===== src/rtl/iackv_pkg.sv =====
package iackv_pkg;
  localparam int NUM_STRB = 3;

  typedef enum logic [0:0] {ST_IDLE, ST_ACK} ackState_e;

  typedef struct packed {
    logic                capture;
    logic                driveVec;
    logic [NUM_STRB-1:0] strobe;
  } ctlStrobes_t;
endpackage


===== src/rtl/iackv_ctrl.sv =====
module iackv_ctrl
  import iackv_pkg::*;
#(
  parameter int FC_W      = 3,
  parameter int AHI_W     = 4,
  parameter int LVL_W     = 3,
  parameter int ACK_FC    = 7,
  parameter int ACK_AHI   = 15,
  parameter int VEC_LEVEL = 4
) (
  input  logic             clk,
  input  logic             rstN,
  input  logic             asN,
  input  logic [FC_W-1:0]  fc,
  input  logic [AHI_W-1:0] addrHi,
  input  logic [LVL_W-1:0] addrLo,
  input  logic             avecN,
  output ctlStrobes_t      ctl,
  output logic             dtackN,
  output logic             avecErr
);
  ackState_e        stateQ;
  logic [LVL_W-1:0] lvlQ;
  logic             iackHit;
  logic             busy;
  logic             isVecLvl;
  logic [NUM_STRB-1:0] strbVec;

  function automatic logic [LVL_W-1:0] strbLevel(input int k);
    case (k)
      0:       return LVL_W'(1);
      1:       return LVL_W'(6);
      default: return LVL_W'(7);
    endcase
  endfunction

  // Acknowledge decode straight from the bus lines
  assign iackHit = !asN && (fc == FC_W'(ACK_FC)) && (addrHi == AHI_W'(ACK_AHI));

  always_ff @(posedge clk) begin
    if (!rstN) begin
      stateQ <= ST_IDLE;
      lvlQ   <= '0;
    end else begin
      case (stateQ)
        ST_IDLE: if (iackHit) begin
          stateQ <= ST_ACK;
          lvlQ   <= addrLo;
        end
        ST_ACK:  if (asN) stateQ <= ST_IDLE;
        default: stateQ <= ST_IDLE;
      endcase
    end
  end

  assign busy     = (stateQ == ST_ACK) && !asN;
  assign isVecLvl = (lvlQ == LVL_W'(VEC_LEVEL));

  for (genvar k = 0; k < NUM_STRB; k++) begin : gStrb
    assign strbVec[k] = busy && (lvlQ == strbLevel(k));
  end

  always_comb begin
    ctl.capture  = (stateQ == ST_IDLE) && iackHit;
    ctl.driveVec = busy && isVecLvl;
    ctl.strobe   = strbVec;
  end

  assign dtackN  = !(busy && isVecLvl);
  assign avecErr = busy && isVecLvl && !avecN;

  // entry into an acknowledge only after a full decode hit
  a_r2_entry_decoded: assert property (@(posedge clk) disable iff (!rstN)
    (stateQ == ST_ACK && $past(stateQ) == ST_IDLE) |->
      ($past(fc) == FC_W'(ACK_FC) && $past(addrHi) == AHI_W'(ACK_AHI) && !$past(asN)));
  // at most one level strobe at a time
  a_r7_strobe_onehot: assert property (@(posedge clk) disable iff (!rstN)
    $onehot0(strbVec));
  // externally answered levels never get our DTACK
  a_r7_ext_no_dtack: assert property (@(posedge clk) disable iff (!rstN)
    (|strbVec) |-> dtackN);
  // DTACK released once the address strobe negates
  a_r6_release: assert property (@(posedge clk) disable iff (!rstN)
    $rose(asN) |-> dtackN);
  // the error flag only appears inside a vector-supplying cycle
  a_r10_err_in_vec_cycle: assert property (@(posedge clk) disable iff (!rstN)
    avecErr |-> !dtackN);
endmodule


===== src/rtl/iackv_dpath.sv =====
module iackv_dpath
  import iackv_pkg::*;
#(
  parameter int NUM_SRC = 32,
  parameter int VHI_W   = 3,
  localparam int CODE_W = $clog2(NUM_SRC),
  localparam int DATA_W = VHI_W + CODE_W
) (
  input  logic                clk,
  input  logic                rstN,
  input  ctlStrobes_t         ctl,
  input  logic [NUM_SRC-1:0]  srcReq,
  input  logic                regWrEn,
  input  logic                regSel,
  input  logic [DATA_W-1:0]   regWrData,
  output logic [DATA_W-1:0]   dataOut,
  output logic                dataOe,
  output logic [NUM_STRB-1:0] ackPinN
);
  localparam int GPIO_LSB = NUM_STRB;

  logic [VHI_W-1:0]    vecHiQ;
  logic [NUM_STRB-1:0] strbEnQ;
  logic [NUM_STRB-1:0] gpioQ;
  logic [CODE_W-1:0]   topCode;
  logic                anyReq;
  logic [DATA_W-1:0]   vecQ;

  // Register write port
  always_ff @(posedge clk) begin
    if (!rstN) begin
      vecHiQ  <= '0;
      strbEnQ <= '0;
      gpioQ   <= '0;
    end else if (regWrEn) begin
      if (!regSel) begin
        vecHiQ <= regWrData[DATA_W-1 -: VHI_W];
      end else begin
        strbEnQ <= regWrData[NUM_STRB-1:0];
        gpioQ   <= regWrData[GPIO_LSB +: NUM_STRB];
      end
    end
  end

  // Fixed-priority encoder: highest index wins
  always_comb begin
    topCode = '0;
    for (int i = 0; i < NUM_SRC; i++) begin
      if (srcReq[i]) topCode = CODE_W'(i);
    end
  end
  assign anyReq = |srcReq;

  // Vector captured in the detecting clock, held for the whole cycle
  always_ff @(posedge clk) begin
    if (!rstN) begin
      vecQ <= '0;
    end else if (ctl.capture) begin
      vecQ <= {vecHiQ, (anyReq ? topCode : CODE_W'(0))};
    end
  end

  assign dataOe  = ctl.driveVec;
  assign dataOut = ctl.driveVec ? vecQ : '0;

  // Strobe pins fall back to general-purpose outputs when disabled
  for (genvar k = 0; k < NUM_STRB; k++) begin : gPin
    assign ackPinN[k] = strbEnQ[k] ? !ctl.strobe[k] : gpioQ[k];
  end

  // vector does not move while it is being driven
  a_r5_vec_stable: assert property (@(posedge clk) disable iff (!rstN)
    (ctl.driveVec && $past(ctl.driveVec)) |-> $stable(dataOut));
  // empty request set yields the error code
  a_r4_empty_code: assert property (@(posedge clk) disable iff (!rstN)
    (ctl.capture && !anyReq) |=> (vecQ[CODE_W-1:0] == '0));
  // upper vector bits come from the programmed base
  a_r3_vec_hi: assert property (@(posedge clk) disable iff (!rstN)
    ctl.capture |=> (vecQ[DATA_W-1 -: VHI_W] == $past(vecHiQ)));
endmodule


===== src/rtl/iack_vector_unit.sv =====
module iack_vector_unit
  import iackv_pkg::*;
#(
  parameter int NUM_SRC   = 32,
  parameter int VHI_W     = 3,
  parameter int FC_W      = 3,
  parameter int AHI_W     = 4,
  parameter int LVL_W     = 3,
  parameter int ACK_FC    = 7,
  parameter int ACK_AHI   = 15,
  parameter int VEC_LEVEL = 4,
  localparam int DATA_W   = VHI_W + $clog2(NUM_SRC)
) (
  input  logic                clk,
  input  logic                rstN,
  input  logic                asN,
  input  logic [FC_W-1:0]     fc,
  input  logic [AHI_W-1:0]    addrHi,
  input  logic [LVL_W-1:0]    addrLo,
  input  logic                avecN,
  input  logic [NUM_SRC-1:0]  srcReq,
  input  logic                regWrEn,
  input  logic                regSel,
  input  logic [DATA_W-1:0]   regWrData,
  output logic [DATA_W-1:0]   dataOut,
  output logic                dataOe,
  output logic                dtackN,
  output logic [NUM_STRB-1:0] ackPinN,
  output logic                avecErr
);
  ctlStrobes_t ctl;

  iackv_ctrl #(
    .FC_W(FC_W), .AHI_W(AHI_W), .LVL_W(LVL_W),
    .ACK_FC(ACK_FC), .ACK_AHI(ACK_AHI), .VEC_LEVEL(VEC_LEVEL)
  ) uCtrl (
    .clk(clk), .rstN(rstN), .asN(asN), .fc(fc), .addrHi(addrHi),
    .addrLo(addrLo), .avecN(avecN), .ctl(ctl), .dtackN(dtackN),
    .avecErr(avecErr)
  );

  iackv_dpath #(.NUM_SRC(NUM_SRC), .VHI_W(VHI_W)) uDpath (
    .clk(clk), .rstN(rstN), .ctl(ctl), .srcReq(srcReq),
    .regWrEn(regWrEn), .regSel(regSel), .regWrData(regWrData),
    .dataOut(dataOut), .dataOe(dataOe), .ackPinN(ackPinN)
  );
endmodule


===== config.mk =====
export PLATFORM = sky130hd
export DESIGN_NAME = iack_vector_unit
export DESIGN_NICKNAME = d
export VERILOG_FILES = /design/src/rtl/iackv_pkg.sv /design/src/rtl/iackv_ctrl.sv /design/src/rtl/iackv_dpath.sv /design/src/rtl/iack_vector_unit.sv
export SDC_FILE = /design/constraint.sdc
export NUM_CORES = 1
export LEC_CHECK = 0
export ABC_AREA = 1
export CAP_MARGIN = 20
export CORE_MARGIN = 2
export CORE_UTILIZATION = 50
export DETAILED_ROUTE_END_ITERATION = 10
export DONT_BUFFER_PORTS = 1
export GPL_ROUTABILITY_DRIVEN = 0
export PLACE_DENSITY_LB_ADDON = 0.1
export SYNTH_ARGS = -nofsm -noshare
export SYNTH_HDL_FRONTEND = slang
export SYNTH_SLANG_ARGS = --single-unit

===== constraint.sdc =====
create_clock -name clk -period 2.21 [get_ports clk]
set_input_delay 0.3315 -clock clk [delete_from_list [all_inputs] [get_ports clk]]
set_output_delay 0.3315 -clock clk [all_outputs]
set_load 0.02 [all_outputs]

==> impl_metrics.env, run 1 <==
export IMPL_ant_nets=0
export IMPL_htreeDepth=1
export IMPL_routedWlPerCell_um=10.2
export IMPL_cap_violations=0
export IMPL_dp_cells=263
export IMPL_vias=1287
export IMPL_drive_above_1_share_pct=11.0
export IMPL_worstPathCellList="inv_1 > nor2_1 > nand2_1 > nor3_1 > inv_2 > nor2_1 > buf_4"
export IMPL_wl_um=2730
export IMPL_path_clk_slew_ns=0.11
export IMPL_crit_slowest_cell="dfxtp_1"
export IMPL_rsz0062_at_grt="no"
export IMPL_coreArea_sq_um=2480
export IMPL_critPathMostFrequentCell="nor2_1"
export IMPL_sequentialPowerShare_pct=58.8
export IMPL_drc_errors=0
export IMPL_fin_crit_sh_pct=87.6
export IMPL_grt_pass1_wl_um=4500
export IMPL_start_util_pct=52.8
export IMPL_layout_nets=294
export IMPL_synth_cell_type_count=17
export IMPL_synth_ff_type="dfxtp_1"
export IMPL_tritoncts="built"
export IMPL_hp_class="in2reg"
export IMPL_cp_max_fo=10
export IMPL_synth_seq_cells=21
export IMPL_criticalPathCategory="reg2out"
export IMPL_synth_edf_count=0
export IMPL_synth_top_family_by_area="simple AND/OR/NAND/NOR gates"
export IMPL_instances_no_fill=267
export IMPL_final_min_clock_period_ns=1.94
export IMPL_ys_warnings_count=0
export IMPL_fmax_mhz=517
export IMPL_rows=18
export IMPL_cts_hold_buf=0
export IMPL_cts_inserted_buffers=3
export IMPL_sw_frac_of_total_pct=25.5
export IMPL_antenna_found_initial=0
export IMPL_io_buffers=0
export IMPL_cts_resized=0
export IMPL_syn_avg_cell_area_sq_um=5.84
export IMPL_cp_end_kind="output port"
export IMPL_maxSlewViolCount=0
export IMPL_dieArea_sq_um=3040
export IMPL_synthAdderAreaFrac_pct=0
export IMPL_synth_net_count=280
export IMPL_drt_iter0_drc=12
export IMPL_synthCells=224
export IMPL_async_flop_share_pct=0
export IMPL_p_comb_share_pct=14.8
export IMPL_grt_max_degree=19
export IMPL_die_w_um=55.1
export IMPL_postCtsSetupBuffers=0
export IMPL_p_switching_uw=172
export IMPL_p_int_uw=503
export IMPL_reg2reg_slack_ns=1.07
export IMPL_powerDensity_nw_per_um2=467
export IMPL_root_buffer="clkbuf_4"
export IMPL_clkLatencyLatePin_ns=0.30
export IMPL_fin_setup_tns_ns=0
export IMPL_relSlewSlack_pct=65.1
export IMPL_finalSetupViolations=0
export IMPL_hold_ws_ns=0.153
export IMPL_post_synth_xor_area_fraction_pct=0
export IMPL_p_clk_share_pct=26.5
export IMPL_io_pins=70
export IMPL_tightest_slew_ns=0.521
export IMPL_start_kind="flip-flop"
export IMPL_place_area_sq_um=1420
export IMPL_leakage_nw=0.700
export IMPL_die_h_um=55.1
export IMPL_clock_sinks=21
export IMPL_antenna_cells=0
export IMPL_yosys_area_share_simple_pct=36.4
export IMPL_cp_arrival_ns=1.60
export IMPL_vias_per_cell=4.82
export IMPL_grt_pass1_vias=1205
export IMPL_final_cell_area_sq_um=1450
export IMPL_hold_viol=0
export IMPL_power_uw=675
export IMPL_syn_to_final_growth_pct=10.6
export IMPL_grt_use_total_pct=20.3
export IMPL_overflow=0
export IMPL_clockBufferDepth=2
export IMPL_yosysSeqAreaShare_pct=32.2
export IMPL_crit_required_ns=1.88
export IMPL_ir_drop_mv=0.470
export IMPL_synthMuxAreaShare_pct=0
export IMPL_synth_compound_area_share_pct=13.7
export IMPL_place_hpwl_um=2320
export IMPL_mappedNetlistArea_sq_um=1310
export IMPL_skew_ns=0.00807
export IMPL_max_stage_delay_ns=0.34
export IMPL_dr_pass1_iters=4
export IMPL_status="finished clean"
-- power groups by stage --
stage	Sequential (mW)	Combinational (mW)	Clock [mW]
after floorplan	0.403	0.0902	0
after global placement	0.404	0.0967	0
after detailed placement	0.405	0.101	0
after CTS	0.397	0.101	0.187
after global routing	0.398	0.119	0.202
final	0.397	0.0998	0.179
-- synthesized netlist by cell type, drive strengths merged (2+ instances only) --
master / number / area [sq um]
a21oi: 12 / 63.8
a31oi: 4 / 25.0
bufinv: 3 / 52.6
clkbuf: 2 / 7.51
dfxtp: 21 / 420
inv: 46 / 173
nand2: 57 / 214
nand3: 7 / 47.6
nor2: 48 / 180
nor3: 3 / 15.0
nor4: 2 / 12.5
o21ai: 18 / 90.1
-- worst paths after layout --
path | start | end | cells after the start
min | rstN | uDpath.vecHiQ[0] | 2
min reg2reg | uDpath.vecQ[5] | uDpath.vecQ[5] | 2
max reg2reg | uCtrl.stateQ | uDpath.vecQ[0] | 5
max | uCtrl.stateQ | dataOut[5] | 7
-- worst max-delay path: cells and delay by family (launching register included) --
family / cells / cell delay [ns]
flops: 1 / 0.34
buf+inv: 3 / 0.36
simple gates: 4 / 0.60
-- registers in the layout, indices dropped and copies added, names as in the netlist --
name,count
uDpath.gpioQ,3
uDpath.strbEnQ,3
uCtrl.lvlQ,3
uDpath.vecQ,8
uDpath.vecHiQ,3
uCtrl.stateQ,1
-- cell usage in the layout (no fill, tap or decap) --
cell type / count
a21oi_1: 11
a21oi_2: 1
a31oi_1: 4
and3_1: 1
buf_4: 11
bufinv_8: 3
clkbuf_1: 1
clkbuf_4: 3
dfxtp_1: 21
inv_1: 39
inv_2: 7
nand2_1: 57
nand3_1: 6
nand3_4: 1
nor2_1: 48
nor3_1: 3
nor4_1: 2
o21ai_0: 15
o21ai_1: 3
-- metrics by stage --
| step | worst slack (ns) | utilization (%) |
|---|---|---|
| 4_1_cts | 0.246 | 58.4 |
| 5_1_grt | 0.0216 | 58.4 |
| 6_report | 0.275 | 58.4 |
| 3_5_place_dp | 0.196 | 57.3 |
| 3_3_place_gp | 0.278 | 57.3 |
| 2_1_floorplan | 0.200 | - |
-- logic make-up (layout without fill, tap and decap cells) --
group | Yosys count | after routing
buffers and inverters | 51 | 64
AND/OR/NAND/NOR | 118 | 118
flip-flops | 21 | 21
AO/OA/AOI/OAI | 34 | 34
-- routing by layer --
| layer | track usage, % | up-vias | share of wire (%) |
|---|---|---|---|
| met4 | 4.07 | 0 | 0.44 |
| met5 | 0 | - | 0 |
| li1 | - | 703 | - |
| met3 | 6.72 | 2 | 8.2 |
| met2 | 41.3 | 42 | 50 |
| met1 | 19.4 | 540 | 41 |
-- cell type report --
cell class              count  area [sq um]
fillers                   286          1030
multi-input cells         152           654
flip-flops and latches     21           420
inverters                  49           225
repair buffers             11          82.6
well taps                  30          37.5
clock buffers               4          26.3
No activity file was read; power rests on OpenSTA's default activity.
==> run 2: changes to the inputs <==
SYNTH_HIERARCHICAL = 1   (was unset)
==> impl_metrics.env, run 2 <==
export IMPL_final_cell_mix="75 x nand2_1, 54 x nor2_1, 45 x inv_1"
export IMPL_overflow=0
export IMPL_cts_resized=0
export IMPL_final_cell_area_sq_um=1400
export IMPL_fmax_mhz=580
export IMPL_final_min_clock_period_ns=1.72
export IMPL_clkLatencyLatePin_ns=0.30
export IMPL_synth_top_family_by_area="simple AND/OR/NAND/NOR gates"
export IMPL_routedWlPerCell_um=9.01
export IMPL_cap_violations=0
export IMPL_ys_top_cells_by_area="dfxtp_1 31%, nand2_1 21%, nor2_1 15%"
export IMPL_hold_ws_ns=0.138
export IMPL_cp_max_fo=10
export IMPL_leakage_nw=0.803
export IMPL_start_util_pct=53.4
export IMPL_rr_worst_depth=6
export IMPL_netlist_area_leader_share_pct=31.2
export IMPL_io_buffers=0
export IMPL_yosysMostFrequentCell="nand2_1"
export IMPL_antenna_cells=0
export IMPL_place_hpwl_um=1940
export IMPL_drc_errors=0
export IMPL_hold_viol=0
export IMPL_largest_reg_flops=8
export IMPL_synth_edf_count=0
export IMPL_postCtsSetupBuffers=0
export IMPL_die_w_um=55.9
export IMPL_dr_pass1_iters=4
export IMPL_start_kind="flip-flop"
export IMPL_cts_inserted_buffers=3
export IMPL_synth_top_cell_by_area="dfxtp_1"
export IMPL_hold_end="uCtrl/lvlQ[1]"
export IMPL_rr_startpoint="uCtrl/stateQ"
export IMPL_top_register="uDpath/vecQ"
export IMPL_p_int_uw=494
export IMPL_grt_max_degree=19
export IMPL_synth_compound_area_share_pct=10.0
export IMPL_synth_cell_type_count=22
export IMPL_fin_setup_tns_ns=0
export IMPL_coreArea_sq_um=2520
export IMPL_sw_frac_of_total_pct=25.9
export IMPL_tightest_slew_ns=0.462
export IMPL_cts_hold_buf=0
export IMPL_antenna_found_initial=0
export IMPL_skew_ns=0.00495
export IMPL_criticalPathCategory="reg2out"
export IMPL_hp_class="in2reg"
export IMPL_fin_crit_sh_pct=78.0
export IMPL_grt_pass1_wl_um=4470
export IMPL_mappedNetlistArea_sq_um=1350
export IMPL_dieArea_sq_um=3120
export IMPL_finalSetupViolations=0
export IMPL_ant_nets=0
export IMPL_synthMuxAreaShare_pct=0
export IMPL_status="finished clean"
export IMPL_rsz0062_at_grt="no"
export IMPL_rows=18
export IMPL_path_clk_slew_ns=0.11
export IMPL_clock_sinks=21
export IMPL_relSlewSlack_pct=69.3
export IMPL_drive_above_1_share_pct=7.82
export IMPL_maxSlewViolCount=0
export IMPL_place_area_sq_um=1370
export IMPL_yosys_area_share_simple_pct=41.4
export IMPL_syn_avg_cell_area_sq_um=5.59
export IMPL_reg2reg_slack_ns=0.85
export IMPL_vias=1273
export IMPL_sequentialPowerShare_pct=59.5
export IMPL_die_h_um=55.9
export IMPL_grt_use_total_pct=17.4
export IMPL_final_common_cell="nand2_1"
export IMPL_holdCritStartpoint="rstN"
export IMPL_min_path_cells=2
export IMPL_ys_warnings_count=6
export IMPL_synthCells=241
export IMPL_final_util_pct=55.4
export IMPL_synth_net_count=297
export IMPL_htreeDepth=1
export IMPL_p_comb_share_pct=13.7
export IMPL_wl_um=2460
export IMPL_async_flop_share_pct=0
export IMPL_clockBufferDepth=2
export IMPL_ys_top_cells_by_count="75 x nand2_1, 54 x nor2_1, 45 x inv_1"
export IMPL_powerDensity_nw_per_um2=477
export IMPL_p_switching_uw=172
export IMPL_cp_end_kind="output port"
export IMPL_grt_pass1_vias=1114
export IMPL_ir_drop_mv=0.463
export IMPL_post_synth_xor_area_fraction_pct=0
export IMPL_io_pins=70
export IMPL_syn_to_final_growth_pct=3.81
export IMPL_synth_ff_type="dfxtp_1"
export IMPL_layout_nets=300
export IMPL_yosysSeqAreaShare_pct=31.2
export IMPL_cp_arrival_ns=1.39
export IMPL_synthAdderAreaFrac_pct=0
export IMPL_r2r_end="uDpath/vecQ[5]"
export IMPL_tritoncts="built"
export IMPL_synth_seq_cells=21
export IMPL_vias_per_cell=4.66
export IMPL_root_buffer="clkbuf_4"
export IMPL_p_clk_share_pct=26.8
export IMPL_crit_required_ns=1.88
export IMPL_drt_iter0_drc=31
## run 2: changes by cell type in the layout (fill, tap and decap cells not counted), sizes merged, moves of 2 or more
cell | before | now
nand2 | 57 | 76
buf | 11 | 2
nor2 | 48 | 57
a21oi | 12 | 7
inv | 46 | 50
nand3 | 7 | 3
a31oi | 4 | 1
o21ai | 18 | 15
bufinv | 3 | 1
## run 2: cell families after synthesis
logic type,Yosys count
AO/OA/AOI/OAI,25
buffers and inverters,55
flip-flops,21
AND/OR/NAND/NOR,140
## run 2: worst max path at each step
stage | startpoint | end | slack, ns | cells past startpoint
floorplan | srcReq[2] | uDpath/vecQ[0] | 0.40 | 33
global route | srcReq[2] | uDpath/vecQ[0] | 0.07 | 33
detailed placement | srcReq[2] | uDpath/vecQ[0] | 0.22 | 33
global placement | srcReq[2] | uDpath/vecQ[0] | 0.22 | 33
CTS | uCtrl/lvlQ[0] | avecErr | 0.46 | 6
finish | uCtrl/lvlQ[0] | avecErr | 0.49 | 6
## run 2: power groups by stage
stage | Sequential, mW | Clock (mW) | Combinational (mW)
floorplan | 0.404 | 0 | 0.0831
global placement | 0.405 | 0 | 0.0907
detailed placement | 0.405 | 0 | 0.0916
CTS | 0.396 | 0.189 | 0.0922
global route | 0.398 | 0.205 | 0.111
finish | 0.396 | 0.179 | 0.0914
## run 2: cell type report
cell class | count | area (sq um)
clock buffers | 3 | 22.5
multi-input cells | 165 | 692
repair buffers | 2 | 15.0
inverters | 51 | 205
clock inverters | 1 | 5.00
fillers | 282 | 1120
well taps | 30 | 37.5
flip-flops and latches | 21 | 420
## run 2: routing by layer
metal  GRT usage, %  up-vias  wire length, um
met5              0        -                0
met4           5.10        0               26
met3           4.88        5              221
met2           27.9       51             1020
met1           23.0      504             1200
li1               -      713                -
## run 2: through the flow
stage | total power, mW | std cells | setup WS (ns)
3_5_place_dp | 0.497 | 269 | 0.223
4_1_cts | 0.678 | 273 | 0.464
6_report | 0.666 | 273 | 0.487
3_3_place_gp | 0.496 | 269 | 0.218
5_1_grt | 0.714 | 273 | 0.0668
2_1_floorplan | 0.487 | 241 | 0.395
## run 2: worst max-delay path, stage by stage, from the launching register on
cell,delay (ns)
dfxtp_1,0.32
inv_1,0.10
nand2_1,0.09
nor3_2,0.11
buf_4,0.22
inv_2,0.06
nor2_2,0.20
==> run 3: changes to the inputs <==
ABC_AREA = 0   (was 1)
clock period = 1.7 ns   (was 2.21 ns; I/O delays follow)
==> impl_metrics.env, run 3 <==
export IMPL_start_util_pct=52.9
export IMPL_postCtsSetupBuffers=0
export IMPL_cap_violations=0
export IMPL_synthCells=169
export IMPL_final_common_cell="dfxtp_1"
export IMPL_synth_net_count=225
export IMPL_path_clk_slew_ns=0.11
export IMPL_cp_end_kind="output port"
export IMPL_drive_above_1_share_pct=20.0
export IMPL_grt_pass1_wl_um=4970
export IMPL_vias=1231
export IMPL_criticalPathCategory="reg2out"
export IMPL_max_stage_delay_ns=0.37
export IMPL_start_kind="flip-flop"
export IMPL_fin_crit_sh_pct=95.9
export IMPL_final_cell_mix="20 x dfxtp_1, 18 x nand2_1, 18 x nor2_1"
export IMPL_p_int_uw=638
export IMPL_fmax_mhz=614
export IMPL_drc_errors=0
export IMPL_fin_setup_tns_ns=0
export IMPL_syn_to_final_growth_pct=10.6
export IMPL_root_buffer="clkbuf_4"
export IMPL_p_switching_uw=196
export IMPL_sequentialPowerShare_pct=61.0
export IMPL_clkLatencyLatePin_ns=0.29
export IMPL_overflow=0
export IMPL_place_hpwl_um=2410
export IMPL_netlist_area_leader_share_pct=31.8
export IMPL_tightest_slew_ns=0.399
export IMPL_holdCritStartpoint="rstN"
export IMPL_htreeDepth=1
export IMPL_skew_ns=0.000803
export IMPL_grt_pass1_vias=1223
export IMPL_ant_nets=0
export IMPL_grt_max_degree=24
export IMPL_synth_cell_type_count=34
export IMPL_synth_top_cell_by_area="dfxtp_1"
export IMPL_top_register="uDpath/vecQ"
export IMPL_dr_pass1_iters=4
export IMPL_rows=18
export IMPL_yosysSeqAreaShare_pct=31.8
export IMPL_synth_seq_cells=21
export IMPL_grt_use_total_pct=19.6
export IMPL_syn_avg_cell_area_sq_um=7.82
export IMPL_path_delay_family="simple AND/OR/NAND/NOR gates"
export IMPL_ir_drop_mv=0.443
export IMPL_antenna_cells=0
export IMPL_hp_class="in2reg"
export IMPL_tritoncts="built"
export IMPL_rsz0062_at_grt="yes"
export IMPL_yosysMostFrequentCell="dfxtp_1"
export IMPL_path_buf_inv=1
export IMPL_status="finished clean"
export IMPL_coreArea_sq_um=2500
export IMPL_cts_inserted_buffers=3
export IMPL_wl_um=2980
export IMPL_die_h_um=55.4
export IMPL_synth_ff_type="dfxtp_1"
export IMPL_leakage_nw=0.520
export IMPL_final_min_clock_period_ns=1.63
export IMPL_crit_slowest_cell="dfxtp_2"
export IMPL_ys_warnings_count=6
export IMPL_vias_per_cell=6.00
export IMPL_final_util_pct=58.5
export IMPL_cp_max_fo=9
export IMPL_routedWlPerCell_um=14.6
export IMPL_io_pins=70
export IMPL_rr_startpoint="uCtrl/stateQ"
export IMPL_relSlewSlack_pct=73.2
export IMPL_min_path_cells=1
export IMPL_ys_top_cells_by_area="dfxtp_1 32%, mux2i_1 6.8%, nor2_1 5.7%"
export IMPL_maxSlewViolCount=0
export IMPL_p_comb_share_pct=11.1
export IMPL_mappedNetlistArea_sq_um=1320
export IMPL_p_clk_share_pct=27.9
export IMPL_reg2reg_slack_ns=0.28
export IMPL_async_flop_share_pct=0
export IMPL_clockBufferDepth=2
export IMPL_finalSetupViolations=0
export IMPL_dieArea_sq_um=3070
export IMPL_sw_frac_of_total_pct=23.5
export IMPL_powerDensity_nw_per_um2=570
export IMPL_ys_top_cells_by_count="21 x dfxtp_1, 20 x nor2_1, 18 x nand2_1"
export IMPL_rr_worst_depth=5
export IMPL_worstPathCellList="nor2b_4 > nand4_1 > inv_2 > and2_2"
export IMPL_r2r_end="uDpath/vecQ[0]"
export IMPL_cp_arrival_ns=1.37
export IMPL_clock_sinks=21
export IMPL_hold_end="uCtrl/stateQ"
export IMPL_drt_iter0_drc=45
export IMPL_cts_hold_buf=0
export IMPL_layout_nets=232
export IMPL_antenna_found_initial=0
export IMPL_largest_reg_flops=8
export IMPL_synth_edf_count=0
export IMPL_die_w_um=55.4
export IMPL_io_buffers=0
export IMPL_hold_viol=0
export IMPL_crit_required_ns=1.44
run 3: cell type report:
type,count,area [sq um]
timing repair buffer,7,56.3
fill,249,1040
sequential,21,422
inverter,10,37.5
clock buffer,4,26.3
multi-input combinational,133,882
tap,30,37.5
run 3: power groups by stage:
stage          Combinational (mW)  Sequential (mW)  Clock (mW)
2_1_floorplan              0.0827            0.518           0
3_3_place_gp               0.0892            0.519           0
3_5_place_dp               0.0906            0.520           0
4_1_cts                    0.0927            0.509       0.246
5_1_grt                     0.103            0.510       0.265
6_report                   0.0926            0.509       0.232
run 3: timing repair:
action | CTS | global route
pin swaps | 0 | 2
setup endpoints to repair | 12 | 3
endpoints found under the hold margin | 0 | 0
resized for setup | 14 | 5
run 3: worst max-delay path by stage:
stage                       from        endpoint  slack (ns)  cells past startpoint
CTS                 uCtrl/stateQ         avecErr        0.04                      5
floorplan              addrHi[1]  uDpath/vecQ[0]        0.02                      7
detailed placement    srcReq[15]  uDpath/vecQ[0]        0.04                      5
finish              uCtrl/stateQ      dataOut[4]        0.07                      4
global route        uCtrl/stateQ      dataOut[3]      -0.007                      4
global placement      srcReq[15]  uDpath/vecQ[0]        0.07                      5
run 3: cells by family after synthesis:
logic type	share of synthesized area [%]
mux	6.82
flops	31.8
simple gates	36.6
compound gates	20.3
buf+inv	4.55
run 3: metal layers:
metal / GRT usage [%] / vias up / routed length [um]
li1: - / 624 / -
met1: 26.0 / 563 / 1370
met2: 32.3 / 42 / 1410
met3: 5.62 / 2 / 187
met4: 3.14 / 0 / 12
met5: 0 / - / 0
run 3: metrics by stage:
| step | instance area (sq um) | setup WS (ns) | power [mW] | std cells | hold slack [ns] |
|---|---|---|---|---|---|
| global placement | 1390 | 0.0710 | 0.609 | 201 | 0.379 |
| floorplan | 1320 | 0.0235 | 0.601 | 169 | 0.373 |
| finish | 1460 | 0.0705 | 0.834 | 205 | 0.0603 |
| CTS | 1440 | 0.0354 | 0.847 | 205 | 0.0452 |
| global route | 1460 | -0.00675 | 0.879 | 205 | 0.0395 |
| detailed placement | 1390 | 0.0405 | 0.610 | 201 | 0.379 |
